[src/rtl/irqc_pkg.sv]
// Shared register offsets of the level interrupt controller.
// Assumes byte addressing and 32-bit aligned registers.
package irqc_pkg;
    localparam int unsigned OFF_CAUSE = 32'h00;
    localparam int unsigned OFF_MASK  = 32'h04;
    localparam int unsigned OFF_PRST  = 32'h24;
endpackage

[src/rtl/irqc_sw_latch.sv]
// Reset-switch front end: synchronizes the active-low switch level and
// latches a sticky flag on each press (falling) edge.
// Assumes sw_n_i is asynchronous; the synchronizer resets to "released"
// so that leaving reset never looks like a press.
module irqc_sw_latch #(
    parameter int STAGES = 2
) (
    input  logic clk,
    input  logic rst_n,
    input  logic sw_n_i,
    input  logic clr_i,
    output logic level_o,
    output logic latch_o
);
    localparam int DEPTH = STAGES + 1;

    logic [DEPTH-1:0] sync_q;
    logic             press_w;
    logic             latch_q;

    // Purpose: shift the switch level through the synchronizer and an edge stage.
    always_ff @(posedge clk) begin
        if (!rst_n) sync_q <= '1;
        else        sync_q <= {sync_q[DEPTH-2:0], sw_n_i};
    end

    assign level_o = sync_q[STAGES-1];
    assign press_w = sync_q[STAGES] & ~sync_q[STAGES-1];

    // Purpose: sticky press flag, a new press beats a simultaneous clear.
    always_ff @(posedge clk) begin
        if (!rst_n)       latch_q <= 1'b0;
        else if (press_w) latch_q <= 1'b1;
        else if (clr_i)   latch_q <= 1'b0;
    end

    assign latch_o = latch_q;

    AST_PRESS_SETS: assert property (@(posedge clk) disable iff (!rst_n)
        press_w |=> latch_o);
    AST_LATCH_HOLDS: assert property (@(posedge clk) disable iff (!rst_n)
        (latch_o && !clr_i) |=> latch_o);
    AST_LATCH_CLEARS: assert property (@(posedge clk) disable iff (!rst_n)
        (clr_i && !press_w) |=> !latch_o);
endmodule

[src/rtl/irqc_regs.sv]
// Register bus decode: mask register with byte lanes, sticky-bit clear
// strobe, read mux and platform reset pulse.
// Assumes single-cycle accesses; read data is combinational.
module irqc_regs
    import irqc_pkg::*;
#(
    parameter int NUM_SRC = 32,
    parameter int ADDR_W  = 8,
    parameter int SW_BIT  = 1
) (
    input  logic               clk,
    input  logic               rst_n,
    input  logic               sel_i,
    input  logic               we_i,
    input  logic [ADDR_W-1:0]  addr_i,
    input  logic [NUM_SRC/8-1:0] be_i,
    input  logic [NUM_SRC-1:0] wdata_i,
    input  logic [NUM_SRC-1:0] cause_rd_i,
    output logic [NUM_SRC-1:0] rdata_o,
    output logic [NUM_SRC-1:0] mask_o,
    output logic               sw_clr_o,
    output logic               plat_rst_o
);
    localparam int NBYTE = NUM_SRC / 8;
    localparam int SW_LANE = SW_BIT / 8;

    logic               hit_cause, hit_mask, hit_prst;
    logic               wr_w;
    logic [NUM_SRC-1:0] mask_q, mask_d;
    logic               prst_q;

    assign hit_cause = (addr_i == ADDR_W'(OFF_CAUSE));
    assign hit_mask  = (addr_i == ADDR_W'(OFF_MASK));
    assign hit_prst  = (addr_i == ADDR_W'(OFF_PRST));
    assign wr_w      = sel_i && we_i;

    // Purpose: next mask value, one byte lane per enable.
    always_comb begin
        mask_d = mask_q;
        for (int b = 0; b < NBYTE; b++) begin
            if (wr_w && hit_mask && be_i[b]) mask_d[b*8 +: 8] = wdata_i[b*8 +: 8];
        end
    end

    // Purpose: mask storage.
    always_ff @(posedge clk) begin
        if (!rst_n) mask_q <= '0;
        else        mask_q <= mask_d;
    end

    // Purpose: platform reset request, one cycle per accepted write.
    always_ff @(posedge clk) begin
        if (!rst_n) prst_q <= 1'b0;
        else        prst_q <= wr_w && hit_prst && (|be_i);
    end

    // Purpose: read mux.
    always_comb begin
        rdata_o = '0;
        if (sel_i && !we_i) begin
            if (hit_cause)     rdata_o = cause_rd_i;
            else if (hit_mask) rdata_o = mask_q;
        end
    end

    assign sw_clr_o   = wr_w && hit_cause && be_i[SW_LANE] && wdata_i[SW_BIT];
    assign mask_o     = mask_q;
    assign plat_rst_o = prst_q;

    AST_MASK_FULL_WRITE: assert property (@(posedge clk) disable iff (!rst_n)
        (sel_i && we_i && addr_i == ADDR_W'(OFF_MASK) && (&be_i)) |=> (mask_o == $past(wdata_i)));
    AST_PRST_FROM_WRITE: assert property (@(posedge clk) disable iff (!rst_n)
        plat_rst_o |-> $past(sel_i && we_i && addr_i == ADDR_W'(OFF_PRST) && (|be_i)));
    AST_PRST_SINGLE: assert property (@(posedge clk) disable iff (!rst_n)
        (plat_rst_o && !(sel_i && we_i && addr_i == ADDR_W'(OFF_PRST))) |=> !plat_rst_o);
endmodule

[src/rtl/irqc_pend.sv]
// Cause assembly, pending computation, lowest-index priority encoder and
// registered CPU-side outputs.
// Assumes src_i is synchronous to clk; the level-flag bit never pends.
module irqc_pend #(
    parameter int NUM_SRC      = 32,
    parameter int SW_BIT       = 1,
    parameter int SW_STATE_BIT = 16
) (
    input  logic                       clk,
    input  logic                       rst_n,
    input  logic [NUM_SRC-1:0]         src_i,
    input  logic                       sw_latch_i,
    input  logic                       sw_level_i,
    input  logic [NUM_SRC-1:0]         mask_i,
    output logic [NUM_SRC-1:0]         cause_o,
    output logic                       irq_o,
    output logic [$clog2(NUM_SRC)-1:0] idx_o,
    output logic                       vld_o
);
    localparam int IDX_W = $clog2(NUM_SRC);
    localparam logic [NUM_SRC-1:0] NO_PEND = NUM_SRC'(1) << SW_STATE_BIT;

    logic [NUM_SRC-1:0] cause_w, pend_w;
    logic [IDX_W-1:0]   idx_w;
    logic               irq_q, vld_q;
    logic [IDX_W-1:0]   idx_q;

    // Purpose: merge level lines with the sticky bit and the level flag.
    always_comb begin
        cause_w               = src_i;
        cause_w[SW_BIT]       = sw_latch_i;
        cause_w[SW_STATE_BIT] = sw_level_i;
    end

    assign pend_w = cause_w & mask_i & ~NO_PEND;

    // Purpose: find the lowest-numbered pending bit.
    always_comb begin
        idx_w = '0;
        for (int i = NUM_SRC - 1; i >= 0; i--) begin
            if (pend_w[i]) idx_w = IDX_W'(i);
        end
    end

    // Purpose: register the CPU-facing request and status.
    always_ff @(posedge clk) begin
        if (!rst_n) begin
            irq_q <= 1'b0;
            vld_q <= 1'b0;
            idx_q <= '0;
        end else begin
            irq_q <= |pend_w;
            vld_q <= |pend_w;
            idx_q <= idx_w;
        end
    end

    assign cause_o = cause_w;
    assign irq_o   = irq_q;
    assign vld_o   = vld_q;
    assign idx_o   = idx_q;

    AST_QUIET_WHEN_MASKED: assert property (@(posedge clk) disable iff (!rst_n)
        $past(mask_i == '0) |-> (!irq_o && !vld_o));
    AST_LOWEST_WINS: assert property (@(posedge clk) disable iff (!rst_n)
        vld_o |-> (($past(pend_w) & ((NUM_SRC'(1) << idx_o) - NUM_SRC'(1))) == '0));
    AST_FLAG_NEVER_PENDS: assert property (@(posedge clk) disable iff (!rst_n)
        !(vld_o && idx_o == IDX_W'(SW_STATE_BIT)));
endmodule

[src/rtl/lvl_irq_ctrl.sv]
// Top of the level interrupt controller: 32 level sources, one sticky
// reset-switch source, a read-only switch level flag, a mask register and
// a platform reset trigger on a simple register bus.
// Assumes NUM_SRC is a multiple of 8 and both special bits lie inside it.
module lvl_irq_ctrl #(
    parameter int NUM_SRC      = 32,
    parameter int ADDR_W       = 8,
    parameter int SW_BIT       = 1,
    parameter int SW_STATE_BIT = 16,
    parameter int SYNC_STAGES  = 2
) (
    input  logic                       clk,
    input  logic                       rst_n,
    input  logic [NUM_SRC-1:0]         src_i,
    input  logic                       sw_n_i,
    input  logic                       bus_sel_i,
    input  logic                       bus_we_i,
    input  logic [ADDR_W-1:0]          bus_addr_i,
    input  logic [NUM_SRC/8-1:0]       bus_be_i,
    input  logic [NUM_SRC-1:0]         bus_wdata_i,
    output logic [NUM_SRC-1:0]         bus_rdata_o,
    output logic                       irq_o,
    output logic [$clog2(NUM_SRC)-1:0] pend_idx_o,
    output logic                       pend_vld_o,
    output logic                       plat_rst_o
);
    logic               sw_clr, sw_level, sw_latch;
    logic [NUM_SRC-1:0] mask, cause;

    irqc_sw_latch #(.STAGES(SYNC_STAGES)) u_sw (
        .clk     (clk),
        .rst_n   (rst_n),
        .sw_n_i  (sw_n_i),
        .clr_i   (sw_clr),
        .level_o (sw_level),
        .latch_o (sw_latch)
    );

    irqc_regs #(.NUM_SRC(NUM_SRC), .ADDR_W(ADDR_W), .SW_BIT(SW_BIT)) u_regs (
        .clk        (clk),
        .rst_n      (rst_n),
        .sel_i      (bus_sel_i),
        .we_i       (bus_we_i),
        .addr_i     (bus_addr_i),
        .be_i       (bus_be_i),
        .wdata_i    (bus_wdata_i),
        .cause_rd_i (cause),
        .rdata_o    (bus_rdata_o),
        .mask_o     (mask),
        .sw_clr_o   (sw_clr),
        .plat_rst_o (plat_rst_o)
    );

    irqc_pend #(.NUM_SRC(NUM_SRC), .SW_BIT(SW_BIT), .SW_STATE_BIT(SW_STATE_BIT)) u_pend (
        .clk        (clk),
        .rst_n      (rst_n),
        .src_i      (src_i),
        .sw_latch_i (sw_latch),
        .sw_level_i (sw_level),
        .mask_i     (mask),
        .cause_o    (cause),
        .irq_o      (irq_o),
        .idx_o      (pend_idx_o),
        .vld_o      (pend_vld_o)
    );

    AST_RESET_QUIET: assert property (@(posedge clk)
        !rst_n |=> (!irq_o && !pend_vld_o && !plat_rst_o));
endmodule

[config.mk]
export PLATFORM = sky130hd
export DESIGN_NAME = lvl_irq_ctrl
export DESIGN_NICKNAME = d
export VERILOG_FILES = /design/src/rtl/irqc_pkg.sv /design/src/rtl/irqc_sw_latch.sv /design/src/rtl/irqc_regs.sv /design/src/rtl/irqc_pend.sv /design/src/rtl/lvl_irq_ctrl.sv
export SDC_FILE = /design/constraint.sdc
export NUM_CORES = 1
export LEC_CHECK = 0
export ABC_AREA = 1
export BUFFER_PORTS_ARGS = -buffer_cell sky130_fd_sc_hd__buf_2
export CELL_PAD_IN_SITES_DETAIL_PLACEMENT = 1
export CELL_PAD_IN_SITES_GLOBAL_PLACEMENT = 1
export CORE_ASPECT_RATIO = 1.2
export CORE_MARGIN = 2
export CORE_UTILIZATION = 30
export CTS_BUF_LIST = sky130_fd_sc_hd__clkbuf_8
export DETAILED_ROUTE_END_ITERATION = 16
export PLACE_DENSITY = 0.76
export SKIP_CTS_REPAIR_TIMING = 1
export SLEW_MARGIN = 20
export SYNTH_ARGS = -nofsm -noshare
export SYNTH_HDL_FRONTEND = slang
export SYNTH_SLANG_ARGS = --single-unit
[constraint.sdc]
create_clock -name clk -period 5.2 [get_ports clk]
set_input_delay 0.52 -clock clk [delete_from_list [all_inputs] [get_ports clk]]
set_output_delay 0.52 -clock clk [all_outputs]
set_load 0.05 [all_outputs]
Yosys cells after proc, flatten, opt, wreduce, memory -nomap -nowiden
Index checks and enable logic that the tools add are counted.

Bits of input ports: 81. Latch bits: 0. Memory bits (read-only): 0. Memories: 0. Output and inout port bits: 40. Memory bits (writable): 0. Word-level logic and storage cells: 76. Register bits: 43.

Shift-type cells: 0. Eq/ne operators: 2. Multiplexer cells: 35. Divide/modulo/power cells: 0. Bitwise gates (word level): 4. Add/sub/neg operators: 0. Magnitude comparators: 0. Reduce and logical (&&, ||, !) cells: 22. $mul: 0.

Operators with widths (number): 32-bit two-way mux (3); 5-bit two-way mux (15); 32-bit AND (1); 4-bit two-way mux (8); 31-bit OR reduction (1); 17-bit OR reduction (1); 1-bit logical AND (12); 3-bit two-way mux (4); 9-bit OR reduction (1); 8-bit by 3-bit equality test with 1-bit output (second input constant) (1); 8-bit by 6-bit equality test with 1-bit output (second input constant) (1); 8-bit logical NOT (1); 5-bit OR reduction (1); 2-bit two-way mux (2); 4-bit OR reduction (1); 1-bit two-way mux (3); 3-bit OR reduction (1); 1-bit NOT (2); 2-bit nonzero test (1); 2-bit OR reduction (1); 1-bit AND (1); 1-bit logical NOT (1).

Longest topological paths before layout
Gate-level depths: netlist of the first run.

Depth after elaboration: 31. Mapped depth: 30. Gate-level depth less buffers: 30.

Modules after synthesis
From an unflattened synthesis of the first run, not the netlist that was laid out.

Cell total of the unflattened synthesis: 498. Area total of the unflattened synthesis: 2936.6 um^2.

Modules (own cells, without submodules): irqc_regs (sequential area each 660.6 um^2, cells an instance 330, instances 1, area each 1946.9 um^2); irqc_pend (sequential area each 120.1 um^2, cells an instance 154, instances 1, area each 869.6 um^2); irqc_sw_latch (sequential area each 80.1 um^2, cells an instance 14, instances 1, area each 120.1 um^2).

Worst setup path after synthesis of the first run
Ideal clock, no wire load.

Path kind: in2out. From: input port bus_addr_i[7]. To: output port bus_rdata_o[10]. Required time: 4680 ps. Setup slack: 2529 ps. Stages: 8. Arrival: 2151 ps. Buffers on the path: 1. Path through: nor2_1 > inv_1 > nor3_1 > nand2_1 > inv_2 > clkbuf_1 > nand2_1 > a21oi_1.

Word-level cells in the longest chain between the ends: 4. Elaborated cells between the ends (all ways): 5. Classes of those cells: eq/ne: 1; mux: 3; reduce/logical: 1.

RTL lines: start, declared (line lvl_irq_ctrl.sv:18) `input logic [ADDR_W-1:0] bus_addr_i,`; 8-bit by 3-bit equality test with 1-bit output (line irqc_regs.sv:33) `assign hit_mask = (addr_i == ADDR_W'(OFF_MASK));`; 32-bit two-way mux (line irqc_regs.sv:62) `else if (hit_mask) rdata_o = mask_q;`; 32-bit two-way mux (*) (line irqc_regs.sv:61) `if (hit_cause) rdata_o = cause_rd_i;`; 32-bit two-way mux (*) (line irqc_regs.sv:60) `if (sel_i && !we_i) begin`; end, declared (line lvl_irq_ctrl.sv:21) `output logic [NUM_SRC-1:0] bus_rdata_o,`.

Every way passes the cells marked *; elsewhere a longest branch is shown, timed or not.

Final worst setup path of the first run
From: input port bus_addr_i[7]. To: output port bus_rdata_o[19].

The elaborated chain is that of the path after synthesis.

==> flow_summary.toml, run 1 <==
[cells_and_area]
drive_gt1_frac = 0.282
postLayoutCellArea_sq_um = 3180
finalNetCount = 590
final_common_cell = "nand2_1"
diodes = 0
seq_area_sq_um = 861
most-common-layout-cells = "nand2_1, buf_2, a21oi_1"
multi_input_area_sq_um = 1450
fillCellCount = 1147
syn_to_final_growth_pct = 30.7

[sta]
hold_violations = 0
post-route-min-period_ns = 2.78
slew_viol_final = 0
skew_ns = 0.00713
tns_ns = 0
layout_setup_ws_ns = 2.42
max_slew_margin = 0.557
setup_violations = 0
period_share = 0.535
rsz0062_at_grt = "false"
tightest_slew_ns = 0.662
max_freq_mhz = 360

[worst_hold_path]
hp-start = "sw_n_i"
min_path_type = "in2reg"
holdPathStages = 2
holdPathEnd = "u_sw.sync_q[0]"

[logic_synthesis]
postSynthCellCount = 401
netlist_area_sq_um = 2430
yosysTopAreaCell = "dfxtp_1"
yosys.area.top_type_share = 0.354
syn_avg_cell_area_sq_um = 6.07
yosys_warnings = 0
ys_ff_latch = 43
yosysSeqAreaShare = 0.354
synthDistinctLibCells = 25
ys_top_cells_by_area = "dfxtp_1, nand2_1, a21oi_1"
synth_fp_nets = 482

[floorplanning]
die_area_sq_um = 8850
coreArea_sq_um = 8020
rows = 36
start_util = 0.304
num_io_pins = 121
die_w_um = 86.2
die_h_um = 103

[setup_path]
critPathMaxStageDelay_ns = 0.45
crit_type = "in2out"
worstPathMaxFanout = 32
r2r-start = "u_regs.mask_o[31]"
path_common_cell = "buf_2"
cp_slowest_cell = "inv_2"
cp-start-kind = "input port"
crit_arrival_ns = 2.26
reg2regPathDepth = 30
r2r_end = "u_pend.idx_o[0]"
crit_chain = "buf_2, nor2_1, inv_1, nor3_1, nand3_1, inv_2, nand2_1, a21oi_1, buf_2"
path_buf_inv = 4
r2r_slack_ns = 3.25
cp-end-kind = "output port"
critPathTopFamily = "buffers and inverters"
cp.required_ns = 4.68

[placement]
hpwl_um = 6650
pre_cts_ws_ns = 2.41
place_congestion = 0.811
placed_cell_area_sq_um = 3080
portBuffers = 118

[status]
outcome = "finished, final reports clean"

[flow_run]
maxCapViolations = 0

[grt]
grt_max_degree = 38
grt_pass1_wl_um = 13600
grt_pass1_vias = 3011
grt_overflow = 0
grt_usage = 0.191
antenna_found_initial = 0

[detailed_routing]
via_per_inst = 4.96
drc = 0
drt_iter0_drc = 79
ant_nets = 0
wl_um = 8530
routedWlPerCell_um = 14.1
firstDrtPassIters = 5
num_vias = 3002

[clocking]
cts-root-buf = "clkbuf_8"
tritoncts = "yes"
clk_path_buf_depth = 2
clk_pin_slew_ns = 0.08
clk_latency_ns = 0.29
numCtsBuffers = 5
htreeDepth = 2
numClockSinks = 43

[power_and_ir_drop]
powerDensity_nw_per_um2 = 195
p_leak_nw = 1.52
irDropWorstVdd_mv = 0.0957
==> registers in the layout, summed over array words and instances, names as in the netlist <==
name	count
u_pend.idx_o	5
u_regs.mask_o	32
u_regs.plat_rst_o	1
u_sw.latch_o	1
u_pend.irq_o	1
u_sw.sync_q	3
==> logic make-up after synthesis <==
kind of cell,count (synthesis),synth area share
compound gates,77,0.166
buf+inv,33,0.0524
flops,43,0.354
simple gates,248,0.428
==> cell usage after synthesis (all sizes together) <==
cell    count
a21boi      1
a21oi      68
a31oi       2
buf         2
clkbuf     16
clkinv      1
dfxtp      43
inv        14
nand2     192
nand3      26
nand4       2
nor2       19
nor3        4
nor4        2
o21ai       3
o21bai      1
o311ai      1
o41ai       1
or2         3
==> worst reg2reg max path, delay by kind of cell, from the launching register on <==
| family | cells | cell delay, ns |
|---|---|---|
| buf+inv | 1 | 0.06 |
| simple gates | 28 | 1.37 |
| flops | 1 | 0.35 |
| compound gates | 1 | 0.11 |
==> power by group <==
| part | total [mW] | switching, mW | internal (mW) | leakage, nW |
|---|---|---|---|---|
| combinational | 0.0578 | 0.0340 | 0.0238 | 1.12 |
| clock | 0.230 | 0.111 | 0.119 | 0.0557 |
| sequential | 0.331 | 0.000934 | 0.330 | 0.347 |
==> metal layers <==
layer,vias up,routed length (um),GRT usage
li1,1511,-,-
met1,1406,3550,0.212
met2,78,4520,0.377
met3,7,383,0.0296
met4,0,85,0.0481
met5,-,0,0
==> area by class of cell <==
type / count / share of cell area
Multi-Input combinational cell: 325 / 0.455
Timing Repair Buffer: 119 / 0.188
Sequential cell: 43 / 0.271
Clock buffer: 7 / 0.0303
Inverter: 15 / 0.0177
Clock inverter: 1 / 0.00118
Tap cell: 95 / 0.0374
==> metrics by stage <==
stage	utilization	std cells	hold slack [ns]	power (mW)
6_report	0.397	605	0.404	0.619
5_1_grt	0.397	605	0.398	0.646
4_1_cts	0.397	605	0.398	0.629
3_5_place_dp	0.384	597	0.398	0.397
3_3_place_gp	0.384	597	0.391	0.396
2_1_floorplan	-	401	0.386	0.355
==> worst max path at each step <==
stage / end / from / cells after the start / slack (ns)
5_1_grt: bus_rdata_o[19] / bus_addr_i[7] / 9 / 2.24
6_report: bus_rdata_o[19] / bus_addr_i[7] / 9 / 2.42
2_1_floorplan: bus_rdata_o[10] / bus_addr_i[7] / 8 / 2.53
3_5_place_dp: bus_rdata_o[19] / bus_addr_i[7] / 9 / 2.41
3_3_place_gp: bus_rdata_o[15] / bus_addr_i[7] / 9 / 2.49
4_1_cts: bus_rdata_o[19] / bus_addr_i[7] / 9 / 2.40
Power figures use the tool's default switching activity.
==> run 2, diff against run 1 <==
==> constraint.sdc (replaced) <==
create_clock -name clk -period 2.81 [get_ports clk]
set_input_delay 0.281 -clock clk [delete_from_list [all_inputs] [get_ports clk]]
set_output_delay 0.281 -clock clk [all_outputs]
set_load 0.05 [all_outputs]
==> run 2 against run 1 <==
Cell count unchanged. Wire length shrank 1.7%. Flip-flop and latch count stayed put. Sequential share of layout area up 0.13 points. Non-clock buffer count increased by 2. Via count grew 0.77%. Register-to-register slack lost 2.4 ns. Power increased by 74%. Critical path type unchanged. Largest power group unchanged. Highest routed layer unchanged.
==> flow_summary.toml, run 2 (synthesis results as in run 1) <==
[grt]
grt_pass1_vias = 2970
grt_pass1_wl_um = 13500
grt_max_degree = 38
grt_overflow = 0
grt_usage = 0.191
antenna_found_initial = 0

[sta]
max_freq_mhz = 448
tightest_slew_ns = 0.680
setup_violations = 0
period_share = 0.794
tns_ns = 0
slew_viol_final = 0
hold_violations = 0
rsz0062_at_grt = "false"
skew_ns = 0.00506
layout_setup_ws_ns = 0.580
max_slew_margin = 0.546
post-route-min-period_ns = 2.23
hold_ws_ns = 0.171

[placement]
place_congestion = 0.790
portBuffers = 118
pre_cts_ws_ns = 0.597
hpwl_um = 6540

[clocking]
clk_pin_slew_ns = 0.08
clk_latency_ns = 0.29
tritoncts = "yes"
htreeDepth = 2
cts-root-buf = "clkbuf_8"
numCtsBuffers = 5
clk_path_buf_depth = 2
numClockSinks = 43

[detailed_routing]
via_per_inst = 5.00
drc = 0
drt_iter0_drc = 67
routedWlPerCell_um = 13.9
ant_nets = 0
firstDrtPassIters = 4
wl_um = 8390
num_vias = 3025

[setup_path]
reg2regPathDepth = 30
crit_type = "in2out"
r2r-start = "u_regs.mask_o[31]"
crit_arrival_ns = 1.95
cp.required_ns = 2.53
worstPathMaxFanout = 32
cp-end-kind = "output port"
r2r_end = "u_pend.idx_o[0]"
cp-start-kind = "input port"
r2r_slack_ns = 0.88

[cells_and_area]
syn_to_final_growth_pct = 30.1
largest_register_ffs = 32
most-common-layout-cells = "nand2_1, buf_2, a21oi_1"
utilization = 0.395
drive_gt1_frac = 0.280
diodes = 0
finalNetCount = 592
final_common_cell = "nand2_1"
fillCellCount = 1126

[floorplanning]
start_util = 0.304
coreArea_sq_um = 8020
die_w_um = 86.2
die_h_um = 103
num_io_pins = 121
die_area_sq_um = 8850
rows = 36

[worst_hold_path]
hp-start = "sw_n_i"
holdPathEnd = "u_sw.sync_q[0]"
min_path_type = "in2reg"
holdPathStages = 2

[power_and_ir_drop]
irDropWorstVdd_mv = 0.177
powerDensity_nw_per_um2 = 340
p_leak_nw = 1.51

[status]
outcome = "finished, final reports clean"

[flow_run]
maxCapViolations = 0
[run 2: worst max-delay path, cell delays in order]
cell     delay [ns]
buf_2          0.09
nor2_1         0.09
inv_1          0.06
nor3_1         0.19
nand3_1        0.15
inv_2          0.45
nand2_1        0.11
a21oi_1        0.22
buf_2          0.30
[run 2: report_power, final]
part | switching, mW | leakage [nW] | internal, mW | total, mW
clock | 0.194 | 0.0413 | 0.162 | 0.356
combinational | 0.0624 | 1.13 | 0.0447 | 0.107
sequential | 0.00190 | 0.347 | 0.612 | 0.613
total | 0.258 | 1.51 | 0.819 | 1.08
[run 2: worst max-delay path by stage]
stage	start	endpoint	slack, ns
floorplan	bus_addr_i[7]	bus_rdata_o[10]	0.62
global placement	bus_addr_i[7]	bus_rdata_o[18]	0.62
detailed placement	bus_addr_i[7]	bus_rdata_o[20]	0.60
CTS	bus_addr_i[7]	bus_rdata_o[20]	0.58
global route	bus_addr_i[7]	bus_rdata_o[10]	0.37
finish	bus_addr_i[7]	bus_rdata_o[20]	0.58
[run 2: final cells by class]
class / count / area, sq um / area share
timing repair buffer: 121 / 613 / 0.194
multi-input combinational: 325 / 1450 / 0.456
clock inverter: 1 / 3.75 / 0.00119
clock buffer: 5 / 68.8 / 0.0217
inverter: 15 / 56.3 / 0.0178
sequential: 43 / 861 / 0.272
tap: 95 / 119 / 0.0375
[run 2: stage by stage]
stage	instances	total power [mW]	area, sq um
floorplan	401	0.657	2430
global placement	599	0.734	3090
detailed placement	599	0.736	3090
CTS	605	1.09	3170
global route	605	1.13	3170
finish	605	1.08	3170
[run 2: routing by layer]
layer | global-route usage | share of wire | up-vias
met3 | 0.0296 | 0.041 | 12
met1 | 0.216 | 0.42 | 1415
li1 | - | - | 1516
met2 | 0.366 | 0.53 | 82
met4 | 0.0589 | 0.016 | 0
met5 | 0 | 0 | -
